<file path="src/rtl/gpio_port_pkg.sv">
// Shared types for the I/O port.
// Assumes: the register decode resolves to at most one register at a time.
package gpio_port_pkg;
    typedef enum logic [1:0] {
        SEL_NONE   = 2'd0,
        SEL_DATA   = 2'd1,
        SEL_DIR    = 2'd2,
        SEL_ASSIGN = 2'd3
    } reg_sel_e;
endpackage

</file>
<file path="src/rtl/gpio_port_regs.sv">
// Register storage for the port: output latch, direction and assignment.
// Decodes the bus address into a register select.
// Assumes: the register offsets are distinct, and ALT_W < WIDTH.
module gpio_port_regs
    import gpio_port_pkg::*;
#(
    parameter int WIDTH      = 8,
    parameter int ALT_W      = 6,
    parameter int ADDR_W     = 8,
    parameter int DATA_OFS   = 'h7E,
    parameter int DIR_OFS    = 'h7F,
    parameter int ASSIGN_OFS = 'h2D
) (
    input  logic              clk,
    input  logic              rst_n,
    input  logic [ADDR_W-1:0] bus_addr,
    input  logic              bus_wr,
    input  logic [WIDTH-1:0]  bus_wdata,
    output reg_sel_e          sel,
    output logic [WIDTH-1:0]  latch_q,
    output logic [WIDTH-1:0]  dir_q,
    output logic [ALT_W-1:0]  assign_q
);
    localparam logic [ADDR_W-1:0] DATA_A   = ADDR_W'(DATA_OFS);
    localparam logic [ADDR_W-1:0] DIR_A    = ADDR_W'(DIR_OFS);
    localparam logic [ADDR_W-1:0] ASSIGN_A = ADDR_W'(ASSIGN_OFS);

    // Address decode into a register select.
    always_comb begin
        if (bus_addr == DATA_A)        sel = SEL_DATA;
        else if (bus_addr == DIR_A)    sel = SEL_DIR;
        else if (bus_addr == ASSIGN_A) sel = SEL_ASSIGN;
        else                           sel = SEL_NONE;
    end

    // Register update on a write strobe, cleared by the synchronous reset.
    always_ff @(posedge clk) begin
        if (!rst_n) begin
            latch_q  <= '0;
            dir_q    <= '0;
            assign_q <= '0;
        end else if (bus_wr) begin
            case (sel)
                SEL_DATA:   latch_q  <= bus_wdata;
                SEL_DIR:    dir_q    <= bus_wdata;
                SEL_ASSIGN: assign_q <= bus_wdata[ALT_W-1:0];
                default:    ;
            endcase
        end
    end


    dir_write_chk: assert property (@(posedge clk) disable iff (!rst_n)
        (bus_wr && bus_addr == DIR_A) |=> (dir_q == $past(bus_wdata)));


    dir_hold_chk: assert property (@(posedge clk) disable iff (!rst_n)
        !(bus_wr && bus_addr == DIR_A) |=> $stable(dir_q));


    stray_write_chk: assert property (@(posedge clk) disable iff (!rst_n)
        (bus_wr && bus_addr != DATA_A && bus_addr != DIR_A && bus_addr != ASSIGN_A)
        |=> ($stable(latch_q) && $stable(assign_q)));
endmodule

</file>
<file path="src/rtl/gpio_pin_mux.sv">
// Per-pin choice of driver: an assigned address line, the mode-claimed strobe,
// or the direction/latch pair. Also flags the pins that are general-purpose outputs.
// Assumes: STROBE_PIN >= ALT_W, so no pin has two takeover sources.
module gpio_pin_mux #(
    parameter int WIDTH      = 8,
    parameter int ALT_W      = 6,
    parameter int STROBE_PIN = 7
) (
    input  logic             clk,
    input  logic             rst_n,
    input  logic [WIDTH-1:0] dir_q,
    input  logic [WIDTH-1:0] latch_q,
    input  logic [ALT_W-1:0] assign_q,
    input  logic [ALT_W-1:0] alt_addr,
    input  logic             alt_rw,
    input  logic             mode_expanded,
    output logic [WIDTH-1:0] pin_oe,
    output logic [WIDTH-1:0] pin_out,
    output logic [WIDTH-1:0] gp_out
);
    for (genvar i = 0; i < WIDTH; i++) begin : g_pin
        logic owned;
        logic own_val;
        if (i < ALT_W) begin : g_addr
            // Address-line takeover for an assignable pin.
            always_comb begin
                owned   = assign_q[i];
                own_val = alt_addr[i];
            end

            addr_takeover_chk: assert property (@(posedge clk) disable iff (!rst_n)
                assign_q[i] |-> (pin_oe[i] && pin_out[i] == alt_addr[i]));
        end else if (i == STROBE_PIN) begin : g_strobe
            // Mode-driven takeover for the strobe pin.
            always_comb begin
                owned   = mode_expanded;
                own_val = alt_rw;
            end

            strobe_takeover_chk: assert property (@(posedge clk) disable iff (!rst_n)
                mode_expanded |-> (pin_oe[i] && pin_out[i] == alt_rw));
        end else begin : g_plain
            // No takeover source for this pin.
            always_comb begin
                owned   = 1'b0;
                own_val = 1'b0;
            end
        end

        // Final drive selection for the pin.
        always_comb begin
            gp_out[i]  = !owned && dir_q[i];
            pin_oe[i]  = owned || dir_q[i];
            pin_out[i] = owned ? own_val : (dir_q[i] & latch_q[i]);
        end


        quiet_input_chk: assert property (@(posedge clk) disable iff (!rst_n)
            !pin_oe[i] |-> !pin_out[i]);
    end
endmodule

</file>
<file path="src/rtl/gpio_readback.sv">
// Read-data multiplexer for the port registers.
// Assumes: sel comes from the address decode of the same cycle.
module gpio_readback
    import gpio_port_pkg::*;
#(
    parameter int WIDTH = 8,
    parameter int ALT_W = 6
) (
    input  logic             clk,
    input  logic             rst_n,
    input  reg_sel_e         sel,
    input  logic [WIDTH-1:0] latch_q,
    input  logic [WIDTH-1:0] dir_q,
    input  logic [ALT_W-1:0] assign_q,
    input  logic [WIDTH-1:0] gp_out,
    input  logic [WIDTH-1:0] pin_in,
    output logic [WIDTH-1:0] rdata
);
    // Pick the read value for the selected register.
    always_comb begin
        case (sel)
            SEL_DATA:   rdata = (latch_q & gp_out) | (pin_in & ~gp_out);
            SEL_DIR:    rdata = dir_q;
            SEL_ASSIGN: rdata = WIDTH'(assign_q);
            default:    rdata = '0;
        endcase
    end


    assign_high_zero_chk: assert property (@(posedge clk) disable iff (!rst_n)
        (sel == SEL_ASSIGN) |-> (rdata[WIDTH-1:ALT_W] == '0));


    unmapped_zero_chk: assert property (@(posedge clk) disable iff (!rst_n)
        (sel == SEL_NONE) |-> (rdata == '0));
endmodule

</file>
<file path="src/rtl/gpio_override_port.sv">
// Top of the I/O port: registers, per-pin takeover multiplexing and readback.
// Assumes: bus inputs are synchronous to clk; alternate-function inputs are
// produced elsewhere and are valid whenever their takeover is active.
module gpio_override_port
    import gpio_port_pkg::*;
#(
    parameter int WIDTH      = 8,
    parameter int ALT_W      = 6,
    parameter int ADDR_W     = 8,
    parameter int STROBE_PIN = 7,
    parameter int DATA_OFS   = 'h7E,
    parameter int DIR_OFS    = 'h7F,
    parameter int ASSIGN_OFS = 'h2D
) (
    input  logic              clk,
    input  logic              rst_n,
    input  logic [ADDR_W-1:0] bus_addr,
    input  logic              bus_wr,
    input  logic [WIDTH-1:0]  bus_wdata,
    output logic [WIDTH-1:0]  bus_rdata,
    input  logic              mode_expanded,
    input  logic [ALT_W-1:0]  alt_addr,
    input  logic              alt_rw,
    input  logic [WIDTH-1:0]  pin_in,
    output logic [WIDTH-1:0]  pin_oe,
    output logic [WIDTH-1:0]  pin_out
);
    reg_sel_e         sel;
    logic [WIDTH-1:0] latch_q;
    logic [WIDTH-1:0] dir_q;
    logic [ALT_W-1:0] assign_q;
    logic [WIDTH-1:0] gp_out;

    gpio_port_regs #(
        .WIDTH(WIDTH), .ALT_W(ALT_W), .ADDR_W(ADDR_W),
        .DATA_OFS(DATA_OFS), .DIR_OFS(DIR_OFS), .ASSIGN_OFS(ASSIGN_OFS)
    ) u_regs (
        .clk(clk), .rst_n(rst_n), .bus_addr(bus_addr), .bus_wr(bus_wr),
        .bus_wdata(bus_wdata), .sel(sel), .latch_q(latch_q), .dir_q(dir_q),
        .assign_q(assign_q)
    );

    gpio_pin_mux #(
        .WIDTH(WIDTH), .ALT_W(ALT_W), .STROBE_PIN(STROBE_PIN)
    ) u_mux (
        .clk(clk), .rst_n(rst_n), .dir_q(dir_q), .latch_q(latch_q),
        .assign_q(assign_q), .alt_addr(alt_addr), .alt_rw(alt_rw),
        .mode_expanded(mode_expanded), .pin_oe(pin_oe), .pin_out(pin_out),
        .gp_out(gp_out)
    );

    gpio_readback #(
        .WIDTH(WIDTH), .ALT_W(ALT_W)
    ) u_rb (
        .clk(clk), .rst_n(rst_n), .sel(sel), .latch_q(latch_q), .dir_q(dir_q),
        .assign_q(assign_q), .gp_out(gp_out), .pin_in(pin_in), .rdata(bus_rdata)
    );


    reset_idle_chk: assert property (@(posedge clk)
        (!rst_n && !mode_expanded) |=> (pin_oe == '0 || !$past(!rst_n)) );
endmodule

</file>
<file path="config.mk">
export PLATFORM = sky130hd
export DESIGN_NAME = gpio_override_port
export DESIGN_NICKNAME = d
export VERILOG_FILES = /design/src/rtl/gpio_port_pkg.sv /design/src/rtl/gpio_port_regs.sv /design/src/rtl/gpio_pin_mux.sv /design/src/rtl/gpio_readback.sv /design/src/rtl/gpio_override_port.sv
export SDC_FILE = /design/constraint.sdc
export NUM_CORES = 1
export LEC_CHECK = 0
export BUFFER_PORTS_ARGS = -buffer_cell sky130_fd_sc_hd__buf_4
export CORE_MARGIN = 2
export CORE_UTILIZATION = 48
export CTS_BUF_LIST = sky130_fd_sc_hd__clkbuf_8
export DETAILED_ROUTE_END_ITERATION = 12
export GPL_TIMING_DRIVEN = 1
export PLACE_DENSITY = 0.89
export REMOVE_ABC_BUFFERS = 1
export SYNTH_ARGS = -nofsm -noshare
export SYNTH_HDL_FRONTEND = slang
export SYNTH_SLANG_ARGS = --single-unit
</file>
<file path="constraint.sdc">
create_clock -name clk -period 1.8 [get_ports clk]
set_input_delay 0.27 -clock clk [delete_from_list [all_inputs] [get_ports clk]]
set_output_delay 0.27 -clock clk [all_outputs]
set_load 0.03 [all_outputs]
</file>
==> impl_metrics.ini, run 1 <==
[synth]
ys_types = 27
synth_top_area_cell = dfxtp_1
ys_seq_area_frac = 0.339
synthCells = 146
yosysTopAreaCellShare = 0.339
ys_ff_latch = 22
netlist_area_um2 = 1300
synth_common_cells = nand2_1 (32), mux2i_1 (23), dfxtp_1 (22)
yosysMostFrequentCell = nand2_1
synth_edf_count = 0
async_reset_ff_frac = 0
ys_warn_count = 0
synth_area_leaders = dfxtp_1 (34%), mux2i_1 (18%), nand2_1 (9.2%)
synth-main-ff-cell = dfxtp_1
avgSynthCellArea_um2 = 8.90

[clock_network]
path_clk_slew_ps = 80
clock_path_buffers = 2
htreeDepth = 1
tritoncts = yes
cts_post_setup_buffers_inserted = 0
cts.sinks = 22
cts_buffers = 3
root_buffer = clkbuf_8
clock_latency_ps = 270

[sta]
slew-limit-headroom = 0.693
max_freq_ghz = 0.575
min_period_ps = 1740
setup_viol = 0
fin_worst_skew_ps = 0
tns_ps = 0
worst_pin_slew_ps = 460
hold_viol = 0
drv_slew = 0
rsz0062_at_grt = no
period_share = 0.967

[placement]
dp_hpwl_mm = 2.72
placed_area_um2 = 1790
numPortBuffers = 58
gp_congestion = 0.712
place_inst = 233

[routing]
dr.pass1.iters = 4
vias = 1340
drt-wirelength-per-cell_um = 15.9
wirelength_mm = 3.77
drt_iter0_drc = 26
drc_errors = 0
drt-vias-per-instance = 5.65
drtAntennaViolNets = 0

[die]
core_region_area_um2 = 2520
pin_count = 59
die_x_um = 56.0
start_util = 0.515
die_y_um = 56.0
die_area_um2 = 3140
rows = 18

[finish]
nFillCells = 198
final_area_um2 = 1860
final_cells = 237
syn_to_final_growth_pct = 43.2
num_antenna_cells = 0
drive_above_1_share = 0.396
nNetsFinal = 243

[global_route]
antenna_found_initial = 0
grt_pass1_wl_mm = 6.19
grt_pass1_vias = 1345
grt-ovfl-total = 0
grt_max_degree = 31
grt_usage = 0.248

[setup_path]
endpoint_kind = primary output
arrival_ps = 1470
path_max_fanout = 8
required_ps = 1530
path_class = input pin to primary output
worstSetupStartpointType = input pin

[worst_hold_path]
hold_path_class = input pin to register

[power_and_ir_drop]
power_mw = 1.09
p_leak_nw = 0.896
power_density_nw_per_um2 = 586
peakVddDrop_mv = 0.498

[outcome]
outcome = finished, final reports clean

[flow_run]
cap_violations = 0
## what timing repair did
item,CTS,global route
endpoints found under the setup margin,0,6
gates resized for setup,0,2
endpoints found under the hold margin,0,0
hold buffers,0,0
## cell families (layout without fill, tap and decap cells)
logic type	after synthesis	in the layout	synth area share
AND/OR/NAND/NOR	70	70	0.321
AO/OA/AOI/OAI	22	22	0.133
multiplexers	23	23	0.177
buffers and inverters	9	70	0.0299
flip-flops	22	22	0.339
## critical path, stage by stage
cell	delay, ps
buf_4	110
nand4b_2	200
or2_2	420
a211oi_1	270
buf_4	200
## placed cells by master, fill, tap and decap left out, types with 2 or more instances in the layout
cell type,netlist,layout
nor2b_1,5,5
a21o_1,6,6
buf_4,1,64
a221oi_1,6,6
mux2i_1,23,23
nand3_1,2,2
or2_2,8,8
nor4_4,2,2
nand2b_1,7,7
clkbuf_8,0,3
nand2_1,32,32
dfxtp_1,22,21
a21oi_1,2,2
o2bb2ai_1,6,6
and3b_1,6,6
## power breakdown
group | switching (mW) | leakage [nW] | internal [mW]
clock | 0.173 | 0.0357 | 0.298
combinational | 0.0609 | 0.683 | 0.0721
sequential | 0.000583 | 0.178 | 0.487
total | 0.234 | 0.896 | 0.856
## per-layer routing
layer  part of all wire  global-route usage  vias to the layer above
met5                  0                   0                        -
met4              0.027               0.112                        0
met3              0.049              0.0279                        9
met2               0.53               0.440                       52
met1               0.39               0.296                      636
li1                   -                   -                      643
## registers in the layout, summed over array words and instances, names as in the netlist
| signal | cells |
|---|---|
| u_regs.assign_q | 6 |
| u_regs.latch_q | 8 |
| u_regs.dir_q | 8 |
## through the flow
stage	hold WS (ps)	utilization	setup WS, ps
6_report	285	0.737	59.7
5_1_grt	278	0.737	11.6
4_1_cts	281	0.736	46.5
3_5_place_dp	451	0.708	50.9
3_3_place_gp	440	0.708	84.9
2_1_floorplan	416	-	-179
## layout make-up
| type | instances | area, um^2 | share of cell area |
|---|---|---|---|
| Clock buffer | 3 | 41.3 | 0.0222 |
| Clock inverter | 1 | 30.0 | 0.0162 |
| Inverter | 2 | 7.51 | 0.00404 |
| Multi-Input combinational cell | 115 | 821 | 0.441 |
| Sequential cell | 22 | 442 | 0.238 |
| Tap cell | 30 | 37.5 | 0.0202 |
| Timing Repair Buffer | 64 | 480 | 0.258 |
## path summary, 6_finish.rpt
kind,to,slack [ps],cells after the start,start
worst min-delay path,u_regs.latch_q[6],280,3,bus_wdata[6]
worst min register to register,u_regs.latch_q[4],460,2,u_regs.latch_q[4]
worst max register to register,u_regs.assign_q[5],1080,2,u_regs.assign_q[5]
worst max-delay path,bus_rdata[7],60,5,bus_addr[7]
(Power assumes the default switching activity.)
==> run 2: changes to the inputs <==
--- a/config.mk
+++ b/config.mk
@@ -5,9 +5,12 @@
 export SDC_FILE = /design/constraint.sdc
 export NUM_CORES = 1
 export LEC_CHECK = 0
+export ABC_CLOCK_PERIOD_IN_PS = 1800
 export BUFFER_PORTS_ARGS = -buffer_cell sky130_fd_sc_hd__buf_4
+export CELL_PAD_IN_SITES_DETAIL_PLACEMENT = 0
+export CELL_PAD_IN_SITES_GLOBAL_PLACEMENT = 2
 export CORE_MARGIN = 2
-export CORE_UTILIZATION = 48
+export CORE_UTILIZATION = 27
 export CTS_BUF_LIST = sky130_fd_sc_hd__clkbuf_8
 export DETAILED_ROUTE_END_ITERATION = 12
 export GPL_TIMING_DRIVEN = 1
==> run 2 against run 1 <==
Compared with the run above:
- largest cell class unchanged
- register-to-register slack improved by 50 ps
- die area is 71% higher
- wire length fell by 7.8%
- sequential cell count did not move
==> impl_metrics.ini, run 2 (synthesis gave the netlist of run 1 again) <==
[finish]
seq_area_um2 = 440
final_area_um2 = 1880
nFillCells = 491
num_antenna_cells = 0
final_common_cell = buf_4
reg_top3 = u_regs.dir_q x8, u_regs.latch_q x8, u_regs.assign_q x6
syn_to_final_growth_pct = 44.6
nNetsFinal = 245
multi_input_area_um2 = 826
mostFrequentLayoutCells = buf_4 (66), nand2_1 (32), mux2i_1 (23), dfxtp_1 (22), or2_2 (8)
drive_above_1_share = 0.394

[placement]
gp_congestion = 0.750
placed_area_um2 = 1830
dp_hpwl_mm = 2.58
numPortBuffers = 58

[routing]
wirelength_mm = 3.47
drt_iter0_drc = 37
drt-wirelength-per-cell_um = 13.3
vias = 1241
dr.pass1.iters = 4
drc_errors = 0
drtAntennaViolNets = 0
drt-vias-per-instance = 4.74

[sta]
rsz0062_at_grt = no
slew-limit-headroom = 0.798
holdWs_ps = 289
period_share = 0.959
setup_viol = 0
min_period_ps = 1730
worst_pin_slew_ps = 303
fin_worst_skew_ps = 0
hold_viol = 0
max_freq_ghz = 0.579
drv_slew = 0

[clock_network]
root_buffer = clkbuf_8
clock_latency_ps = 250
cts.sinks = 22
clock_path_buffers = 2
cts_buffers = 3
htreeDepth = 1
path_clk_slew_ps = 70
cts_post_setup_buffers_inserted = 0
tritoncts = yes

[flow_run]
cap_violations = 0

[global_route]
grt_usage = 0.131
grt_max_degree = 31
grt-ovfl-total = 0
grt_pass1_wl_mm = 5.53
antenna_found_initial = 0
grt_pass1_vias = 1168

[die]
rows = 25
die_area_um2 = 5380
start_util = 0.277
die_x_um = 73.4
pin_count = 59
core_region_area_um2 = 4690
die_y_um = 73.4

[setup_path]
endpoint_kind = primary output
worstSetupStartpointType = input pin
path_max_fanout = 5
required_ps = 1530
path_class = input pin to primary output
arrival_ps = 1460
ff2ff_setup_slack_ps = 1130

[worst_hold_path]
hold_path_class = input pin to register

[power_and_ir_drop]
p_leak_nw = 0.891
power_density_nw_per_um2 = 484
peakVddDrop_mv = 0.203
power_uw = 909

[outcome]
outcome = finished, final reports clean
## run 2: cell count changes in the layout (fill, tap and decap cells not counted)
cell | before | now
and2_2 | 1 | 0
nor4b_2 | 0 | 1
buf_4 | 64 | 66
dfxtp_1 | 21 | 22
and2_1 | 1 | 2
bufinv_16 | 1 | 0
dfxtp_2 | 1 | 0
nor4b_1 | 1 | 0
## run 2: worst paths after layout
path,from,to,cells past startpoint
min,bus_wdata[6],u_regs.dir_q[6],3
max,bus_addr[7],bus_rdata[7],5
min reg2reg,u_regs.latch_q[2],u_regs.latch_q[2],2
max reg2reg,u_regs.assign_q[1],u_regs.assign_q[1],2
## run 2: stage by stage
step,instances,TNS (ps),utilization,setup slack (ps)
after floorplan,139,-287,-,-179
after global placement,259,0,0.390,84.4
after detailed placement,259,0,0.390,80.1
after CTS,262,0,0.399,77.0
after global routing,262,0,0.400,18.7
final,262,0,0.400,74.3
## run 2: layout make-up
| cell class | instances | area share |
|---|---|---|
| clock buffers | 3 | 0.0220 |
| inverters | 2 | 0.00400 |
| multi-input cells | 115 | 0.440 |
| flip-flops and latches | 22 | 0.235 |
| well taps | 54 | 0.0360 |
| repair buffers | 66 | 0.264 |
## run 2: where the power goes
part           internal, mW  switching, mW  total (mW)  leakage (nW)
registers             0.487       0.000557       0.487         0.177
logic                0.0713         0.0598       0.131         0.693
clock network         0.149          0.142       0.291        0.0216
total                 0.707          0.202       0.909         0.891
## run 2: timing repair
item                                    in CTS  in global routing
endpoints found under the setup margin       0                  6
hold buffers                                 0                  0
gates resized for setup                      0                  1
## run 2: worst max-delay path: stages
cell	delay (ps)
buf_4	110
nand4b_2	190
or2_2	390
a211oi_1	280
buf_4	210
## run 2: layer usage
metal | track usage | vias to the layer above | wire length [um]
met3 | 0.0261 | 2 | 206
met2 | 0.218 | 34 | 1570
met1 | 0.176 | 566 | 1690
li1 | - | 639 | -
met5 | 0 | - | 0
met4 | 0.0303 | 0 | 14
==> run 3: changes to the inputs <==
--- a/config.mk
+++ b/config.mk
@@ -6,7 +6,7 @@
 export NUM_CORES = 1
 export LEC_CHECK = 0
 export ABC_CLOCK_PERIOD_IN_PS = 1800
-export BUFFER_PORTS_ARGS = -buffer_cell sky130_fd_sc_hd__buf_4
+export BUFFER_PORTS_ARGS = -buffer_cell sky130_fd_sc_hd__buf_2
 export CELL_PAD_IN_SITES_DETAIL_PLACEMENT = 0
 export CELL_PAD_IN_SITES_GLOBAL_PLACEMENT = 2
 export CORE_MARGIN = 2
@@ -16,6 +16,7 @@
 export GPL_TIMING_DRIVEN = 1
 export PLACE_DENSITY = 0.89
 export REMOVE_ABC_BUFFERS = 1
+export SKIP_CTS_REPAIR_TIMING = 1
 export SYNTH_ARGS = -nofsm -noshare
 export SYNTH_HDL_FRONTEND = slang
 export SYNTH_SLANG_ARGS = --single-unit
==> run 3 against run 2 <==
Compared with the run above:
- hold slack better by 5.1 ps
- wire length is 3.8% lower
- via count is 0.73% higher
- worst setup slack worse by 19 ps
- register-to-register slack hardly changed
- clock power is 2% higher
==> impl_metrics.ini, run 3 (synthesis gave the netlist of run 1 again) <==
[sta]
max_freq_ghz = 0.573
min_period_ps = 1740
holdWs_ps = 294
setup_viol = 0
slew-limit-headroom = 0.651
fin_worst_skew_ps = 0
period_share = 0.969
fin_ws_ps = 55.6
drv_slew = 0
worst_pin_slew_ps = 523
rsz0062_at_grt = no
hold_viol = 0

[global_route]
grt_pass1_vias = 1117
grt_usage = 0.123
grt-ovfl-total = 0
grt_pass1_wl_mm = 5.13
antenna_found_initial = 0
grt_max_degree = 31

[power_and_ir_drop]
power_density_nw_per_um2 = 505
power_uw = 893
peakVddDrop_mv = 0.232
p_leak_nw = 0.883

[setup_path]
required_ps = 1530
path_max_fanout = 4
path_class = input pin to primary output
worstSetupStartpointType = input pin
arrival_ps = 1470
endpoint_kind = primary output

[placement]
placed_area_um2 = 1710
place_inst = 262
gp_congestion = 0.838
dp_hpwl_mm = 2.61
numPortBuffers = 58
dp_worst_setup_slack_ps = 55.2

[clock_network]
htreeDepth = 1
clock_latency_ps = 260
tritoncts = yes
root_buffer = clkbuf_8
clock_path_buffers = 2
cts.sinks = 22
cts_buffers = 3
path_clk_slew_ps = 80

[routing]
dr.pass1.iters = 4
drtAntennaViolNets = 0
drt-vias-per-instance = 4.72
vias = 1250
drc_errors = 0
wirelength_mm = 3.34
drt_iter0_drc = 26
drt-wirelength-per-cell_um = 12.6

[finish]
mostFrequentLayoutCells = buf_2 (57), nand2_1 (32), mux2i_1 (23), dfxtp_1 (20), buf_4 (12)
syn_to_final_growth_pct = 36.0
drive_above_1_share = 0.417
reg_top3 = u_regs.dir_q x8, u_regs.latch_q x8, u_regs.assign_q x6
num_antenna_cells = 0
final_area_um2 = 1770
final_cells = 265
final_common_cell = buf_2
nNetsFinal = 248

[die]
start_util = 0.277
die_x_um = 73.4
pin_count = 59
core_region_area_um2 = 4690
die_y_um = 73.4
die_area_um2 = 5380
rows = 25

[flow_run]
cap_violations = 0

[outcome]
outcome = finished, final reports clean

[worst_hold_path]
hold_path_class = input pin to register
[run 3: critical path, cell delays in order]
cell       delay (ps)
buf_2             100
nand4b_2          190
or2_2             360
buf_4             170
o2bb2ai_1         150
buf_2             220
[run 3: power breakdown]
part / switching, mW / internal (mW)
Clock: 0.147 / 0.149
Combinational: 0.0587 / 0.0506
Sequential: 0.000568 / 0.487
Total: 0.206 / 0.686
[run 3: per-stage QoR]
stage               utilization  TNS [ps]
global placement          0.364         0
CTS                       0.373         0
detailed placement        0.364         0
finish                    0.377         0
global route              0.377         0
floorplan                     -      -287
[run 3: worst paths after layout]
kind                                         start                  to  slack [ps]  cells after the start
worst max-delay path                   bus_addr[7]        bus_rdata[3]          60                      6
worst min-delay path                  bus_wdata[7]   u_regs.latch_q[7]         290                      3
worst max register to register  u_regs.assign_q[4]  u_regs.assign_q[4]        1120                      2
worst min register to register   u_regs.latch_q[4]   u_regs.latch_q[4]         460                      2
[run 3: layout make-up]
type | count | area [um^2]
tap | 54 | 67.6
multi-input combinational | 115 | 832
sequential | 22 | 443
clock buffer | 3 | 41.3
inverter | 2 | 7.51
timing repair buffer | 69 | 375
fill | 527 | 2930
[run 3: metal layers]
| metal | GRT usage | vias up | routed length (um) |
|---|---|---|---|
| met4 | 0.0364 | 0 | 14 |
| li1 | - | 650 | - |
| met5 | 0 | - | 0 |
| met1 | 0.168 | 564 | 1680 |
| met3 | 0.0247 | 2 | 193 |
| met2 | 0.195 | 34 | 1450 |
